### src/rtl/ovl_mixer.sv
module ovl_mixer #(
  parameter int CW = 8
) (
  input  logic            clk,
  input  logic            rst_n,
  input  logic            in_de,
  input  logic [1:0]      in_sync,
  input  logic            gfx_vld,
  input  logic [3*CW-1:0] gfx_px,
  input  logic            vid_vld,
  input  logic [3*CW-1:0] vid_px,
  input  logic [3*CW-1:0] key_color,
  input  logic            key_en,
  input  logic            key_src,
  input  logic [3*CW-1:0] bg_color,
  input  logic            blend_en,
  input  logic [CW-1:0]   gfx_alpha,
  input  logic [CW-1:0]   vid_alpha,
  output logic            out_vld,
  output logic [1:0]      out_sync,
  output logic [3*CW-1:0] out_px
);
  localparam int PW   = 3 * CW;
  localparam int SW   = 2 * CW + 1;
  localparam int HALF = ((1 << CW) - 1) / 2;

  function automatic logic [CW-1:0] mix(input logic [CW-1:0] a, input logic [CW-1:0] t,
                                        input logic [CW-1:0] b);
    logic [CW-1:0] na;
    logic [SW-1:0] s;
    logic [SW-1:0] q;
    na = ~a;
    s  = SW'(a) * SW'(t) + SW'(na) * SW'(b) + SW'(HALF);
    q  = (s + (s >> CW) + SW'(1)) >> CW;
    return q[CW-1:0];
  endfunction

  wire gfx_hit  = key_en && !key_src && (gfx_px == key_color);
  wire vid_hit  = key_en &&  key_src && (vid_px == key_color);
  wire gfx_show = gfx_vld && !gfx_hit;
  wire vid_show = vid_vld && !vid_hit;

  logic          s1_de, s1_gs, s1_vs, s1_bl;
  logic [1:0]    s1_sync;
  logic [PW-1:0] s1_g, s1_v, s1_bg;
  logic [CW-1:0] s1_ga, s1_va;

  always_ff @(posedge clk or negedge rst_n) begin
    if (!rst_n) begin
      s1_de   <= 1'b0;
      s1_sync <= '0;
      s1_gs   <= 1'b0;
      s1_vs   <= 1'b0;
      s1_bl   <= 1'b0;
      s1_g    <= '0;
      s1_v    <= '0;
      s1_bg   <= '0;
      s1_ga   <= '0;
      s1_va   <= '0;
    end else begin
      s1_de   <= in_de;
      s1_sync <= in_sync;
      s1_gs   <= gfx_show;
      s1_vs   <= vid_show;
      s1_bl   <= blend_en;
      s1_g    <= gfx_px;
      s1_v    <= vid_px;
      s1_bg   <= bg_color;
      s1_ga   <= gfx_alpha;
      s1_va   <= vid_alpha;
    end
  end

  logic [PW-1:0] comp;

  for (genvar c = 0; c < 3; c++) begin : g_ch
    wire [CW-1:0] bgc = s1_bg[c*CW +: CW];
    wire [CW-1:0] gc  = s1_g[c*CW +: CW];
    wire [CW-1:0] vc  = s1_v[c*CW +: CW];
    wire [CW-1:0] lo  = !s1_gs ? bgc : (s1_bl ? mix(s1_ga, gc, bgc) : gc);
    assign comp[c*CW +: CW] = !s1_vs ? lo : (s1_bl ? mix(s1_va, vc, lo) : vc);
  end

  always_ff @(posedge clk or negedge rst_n) begin
    if (!rst_n) begin
      out_vld  <= 1'b0;
      out_sync <= '0;
      out_px   <= '0;
    end else begin
      out_vld  <= s1_de;
      out_sync <= s1_sync;
      out_px   <= comp;
    end
  end
endmodule


### config.mk
export PLATFORM = sky130hd
export DESIGN_NAME = ovl_mixer
export DESIGN_NICKNAME = d
export VERILOG_FILES = /design/src/rtl/ovl_mixer.sv
export SDC_FILE = /design/constraint.sdc
export NUM_CORES = 2
export LEC_CHECK = 0
export ABC_AREA = 1
export BUFFER_PORTS_ARGS = -buffer_cell sky130_fd_sc_hd__buf_2
export CAP_MARGIN = 30
export CORE_MARGIN = 2
export CORE_UTILIZATION = 63
export DETAILED_ROUTE_END_ITERATION = 12
export GPL_TIMING_DRIVEN = 0
export HOLD_SLACK_MARGIN = 0.02
export PLACE_DENSITY = 0.81
export SYNTH_ARGS = -nofsm -noshare
export SYNTH_HDL_FRONTEND = slang
export SYNTH_SLANG_ARGS = --single-unit
### constraint.sdc
create_clock -name clk -period 14.3 [get_ports clk]
set_clock_uncertainty 0.2 [all_clocks]
set_input_delay 2.86 -clock clk [delete_from_list [all_inputs] [get_ports clk]]
set_output_delay 2.86 -clock clk [all_outputs]
set_load 0.01 [all_outputs]
==> insert_results.sql <==
INSERT INTO impl_metrics (metric_group, metric, value, unit) VALUES
('timing', 'fmax', '0.0714', 'GHz'),
('routing', 'detail-route-antenna-nets', '0', ''),
('die', 'placementRows', '86', ''),
('yosys', 'post-synth-top-area-cell', 'sky130_fd_sc_hd__fa_1', ''),
('clock_network', 'cts_tree', 'yes', ''),
('timing', 'drv_slew', '0', ''),
('status', 'failed_checks', 'DRC', ''),
('layout', 'drive_above_1_share', '11.2', '%'),
('yosys', 'yosys.area.top_type_share', '35.8', '%'),
('worst_hold_path', 'path_category_of_the_worst_min_delay_check', 'reg -> reg', ''),
('clock_network', 'clock_sinks', '121', ''),
('routing', 'drt-vias-per-instance', '5.59', ''),
('setup_path', 'crit_path_start_kind', 'flop', ''),
('placement', 'placed_cells', '5508', ''),
('global_routing', 'global_route_wire_length_before_repair', '167', 'mm'),
('setup_path', 'arrival', '14.15', 'ns'),
('clock_network', 'clk-insertion-delay-late', '0.52', 'ns'),
('yosys', 'synth_area_per_cell', '7.57', 'um2'),
('yosys', 'synth-warning-count', '0', ''),
('yosys', 'synthDistinctLibCells', '53', ''),
('flow_run', 'timing.max_cap.violations', '0', ''),
('timing', 'max-slew-margin-rel', '29.5', '%'),
('yosys', 'synth-edff-count', '0', ''),
('setup_path', 'rrSetupSlack', '0.29', 'ns'),
('layout', 'final_net_count', '5962', ''),
('setup_path', 'worst_ep_required_time', '14.43', 'ns'),
('placement', 'place.port_buffers', '148', ''),
('yosys', 'net_count_after_synthesis', '5741', ''),
('layout', 'stdcell_count', '5595', ''),
('timing', 'finalSetupViolCount', '0', ''),
('yosys', 'async_flop_share', '100', '%'),
('yosys', 'synth.yosys.seq_area_share', '8.67', '%'),
('global_routing', 'grt_pass1_vias', '31200', ''),
('layout', 'mostFrequentLayoutCells', 'sky130_fd_sc_hd__inv_1, sky130_fd_sc_hd__nand2_1, sky130_fd_sc_hd__fa_1', ''),
('yosys', 'netlist_area', '34900', 'um2'),
('die', 'fp.dieArea', '57300', 'um2'),
('routing', 'route.detailed.drc', '2', ''),
('yosys', 'cells_taking_the_most_area_after_synthesis', 'sky130_fd_sc_hd__fa_1, sky130_fd_sc_hd__inv_1, sky130_fd_sc_hd__ha_1', ''),
('layout', 'area_growth_syn_to_layout', '11.9', '%'),
('placement', 'post-dp-hpwl', '88.9', 'mm'),
('setup_path', 'critical_path.max_fanout', '6', ''),
('timing', 'timing_worst_slew_pin_value', '1.06', 'ns'),
('yosys', 'synth_ff_type', 'sky130_fd_sc_hd__dfrtp_1', ''),
('die', 'die_y', '239', 'um'),
('routing', 'drt_wl_total', '111', 'mm'),
('routing', 'drc_marker_count_from_the_first_detailed_route_iteration', '3254', ''),
('setup_path', 'crit_slowest_cell', 'sky130_fd_sc_hd__dfrtp_4', ''),
('clock_network', 'cts_inserted_buffers', '17', ''),
('clock_network', 'h-tree-depth', '4', ''),
('setup_path', 'endpoint_kind', 'flop', ''),
('setup_path', 'timing.critical_path.slowest_cell_delay', '0.58', 'ns'),
('setup_path', 'critical-path-top-cell-by-count', 'sky130_fd_sc_hd__fa_1', ''),
('routing', 'drt_pass1_iterations', '12', ''),
('placement', 'place_congestion', '1.01', ''),
('global_routing', 'grt_antenna_before_repair', '2', ''),
('timing', 'timing.final.crit_share', '98.0', '%'),
('global_routing', 'total_grt_overflow', '0', ''),
('layout', 'filler_cells_inserted', '4322', ''),
('clock_network', 'worst_setup_hold_path_clk_slew', '0.06', 'ns'),
('setup_path', 'worstSetupPathType', 'reg -> reg', ''),
('global_routing', 'maximum_number_of_pins_on_one_net_before_global_route_repair', '70', ''),
('routing', 'post_drt_wl_per_cell', '19.9', 'um'),
('clock_network', 'clock_path_buffers', '2', ''),
('clock_network', 'cts-root-buf', 'sky130_fd_sc_hd__clkbuf_16', ''),
('placement', 'placed_cell_area', '36600', 'um2'),
('die', 'floorplan.io_pins', '149', ''),
('layout', 'final_cell_area', '39100', 'um2'),
('timing', 'min_period', '14.01', 'ns'),
('status', 'run_status', 'complete, but fails checks', ''),
('timing', 'timing.final.hold_violations', '0', ''),
('yosys', 'synth.ff_latch_count', '121', ''),
('timing', 'rsz0062_at_grt', 'yes', ''),
('die', 'fp.coreArea', '55000', 'um2'),
('die', 'start_util', '63.5', '%'),
('routing', 'via_count', '31300', ''),
('yosys', 'postSynthCellCount', '4608', ''),
('layout', 'most_common_cell_after_layout_fill_and_taps_aside', 'sky130_fd_sc_hd__inv_1', ''),
('global_routing', 'groute.usage.overall', '39.3', '%'),
('die', 'dieWidth', '239', 'um');
[per-stage QoR]
step / setup TNS, ns / hold WS [ns] / setup slack [ns] / util (%)
4_1_cts: 0 / 0.162 / 0.00876 / 68.0
5_1_grt: -2.58 / 0.162 / -0.274 / 71.0
2_1_floorplan: 0 / 0.131 / 1.31 / -
6_report: 0 / 0.156 / 0.285 / 71.0
3_3_place_gp: -32.57 / 0.134 / -1.81 / 66.5
3_5_place_dp: -35.54 / 0.143 / -1.98 / 66.6
[worst paths after layout]
check / from / end / depth (start not counted)
worst max-delay path: s1_ga[2] / out_px[1] / 68
worst min-delay path: s1_de / out_vld / 0
worst max register to register: s1_ga[2] / out_px[1] / 68
worst min register to register: s1_de / out_vld / 0
max in group asynchronous: rst_n / s1_ga[2] / 2
min in group asynchronous: rst_n / out_px[3] / 1
[cell usage after synthesis, types with 2 or more instances]
| library cell | n |
|---|---|
| sky130_fd_sc_hd__inv_1 | 1310 |
| sky130_fd_sc_hd__nand2_1 | 1018 |
| sky130_fd_sc_hd__fa_1 | 624 |
| sky130_fd_sc_hd__ha_1 | 387 |
| sky130_fd_sc_hd__nor2_1 | 361 |
| sky130_fd_sc_hd__nand3_1 | 185 |
| sky130_fd_sc_hd__a21oi_1 | 129 |
| sky130_fd_sc_hd__dfrtp_1 | 121 |
| sky130_fd_sc_hd__clkbuf_1 | 116 |
| sky130_fd_sc_hd__xor2_1 | 66 |
| sky130_fd_sc_hd__o21ai_0 | 57 |
| sky130_fd_sc_hd__nand4_1 | 26 |
| sky130_fd_sc_hd__xnor2_1 | 26 |
| sky130_fd_sc_hd__buf_1 | 22 |
| sky130_fd_sc_hd__o21ai_1 | 19 |
| sky130_fd_sc_hd__o21bai_1 | 15 |
| sky130_fd_sc_hd__nand2_2 | 14 |
| sky130_fd_sc_hd__nor3_1 | 11 |
| sky130_fd_sc_hd__nand3b_1 | 9 |
| sky130_fd_sc_hd__nor4_1 | 9 |
| sky130_fd_sc_hd__o21ai_2 | 9 |
| sky130_fd_sc_hd__clkinv_1 | 5 |
| sky130_fd_sc_hd__inv_2 | 5 |
| sky130_fd_sc_hd__o21a_1 | 5 |
| sky130_fd_sc_hd__a21o_1 | 4 |
| sky130_fd_sc_hd__nand3_2 | 4 |
| sky130_fd_sc_hd__nor2_2 | 4 |
| sky130_fd_sc_hd__o211ai_1 | 4 |
| sky130_fd_sc_hd__o22ai_1 | 4 |
| sky130_fd_sc_hd__a2111oi_0 | 3 |
| sky130_fd_sc_hd__a21boi_2 | 3 |
| sky130_fd_sc_hd__a221oi_1 | 3 |
| sky130_fd_sc_hd__and2_1 | 3 |
| sky130_fd_sc_hd__buf_2 | 3 |
| sky130_fd_sc_hd__or2_2 | 3 |
| sky130_fd_sc_hd__a211oi_1 | 2 |
| sky130_fd_sc_hd__and3_1 | 2 |
| sky130_fd_sc_hd__o2111ai_1 | 2 |
[layer usage]
layer	vias up	part of all wire (%)	track usage, %
met5	-	0.093	0
li1	13900	-	-
met1	14900	36	50.8
met2	2030	43	58.1
met3	461	15	14.2
met4	4	6.1	20.2
[repair_timing]
item / 4_1_cts / 5_1_grt
resized for setup: 84 / 308
setup buffers: 6 / 66
hold buffers: 0 / 0
gates cloned: 0 / 2
pin swaps: 2 / 80
setup endpoints to repair: 24 / 24
[logic make-up (layout without fill, tap and decap cells)]
group,Yosys count,after routing,share of synthesized area [%]
flops,121,121,8.67
compound gates,267,267,4.41
fa+ha+maj,1011,1011,49.7
xor+xnor,93,93,2.36
simple gates,1655,1655,19.2
buf+inv,1461,1695,15.7
other cells,0,5,0
[area by class of cell]
type / instances / area [um2] / area share (%)
Clock buffer: 20 / 457 / 1.17
Antenna cell: 5 / 12.5 / 0.0320
Multi-Input combinational cell: 3026 / 27300 / 69.9
Inverter: 1320 / 5010 / 12.8
Tap cell: 748 / 936 / 2.40
Buffer: 116 / 688 / 1.76
Timing Repair Buffer: 227 / 1440 / 3.69
Clock inverter: 12 / 163 / 0.417
Sequential cell: 121 / 3060 / 7.84
[state kept, by name, summed over array words and instances, names as in the netlist, 2 cells and up]
| register | count |
|---|---|
| out_px | 24 |
| s1_va | 8 |
| s1_g | 24 |
| s1_sync | 2 |
| s1_v | 24 |
| s1_bg | 24 |
| s1_ga | 8 |
| out_sync | 2 |
[critical path: cells and delay by family, from the launching register on]
family	cells	cell delay, ns
fa+ha+maj	16	7.21
xor+xnor	3	0.65
buf+inv	15	1.17
flops	1	0.58
compound gates	15	2.27
simple gates	19	1.75
Power is left out: the tool's default activity adds up to more than one toggle a clock period on the data nets, which glitch-free logic cannot reach.
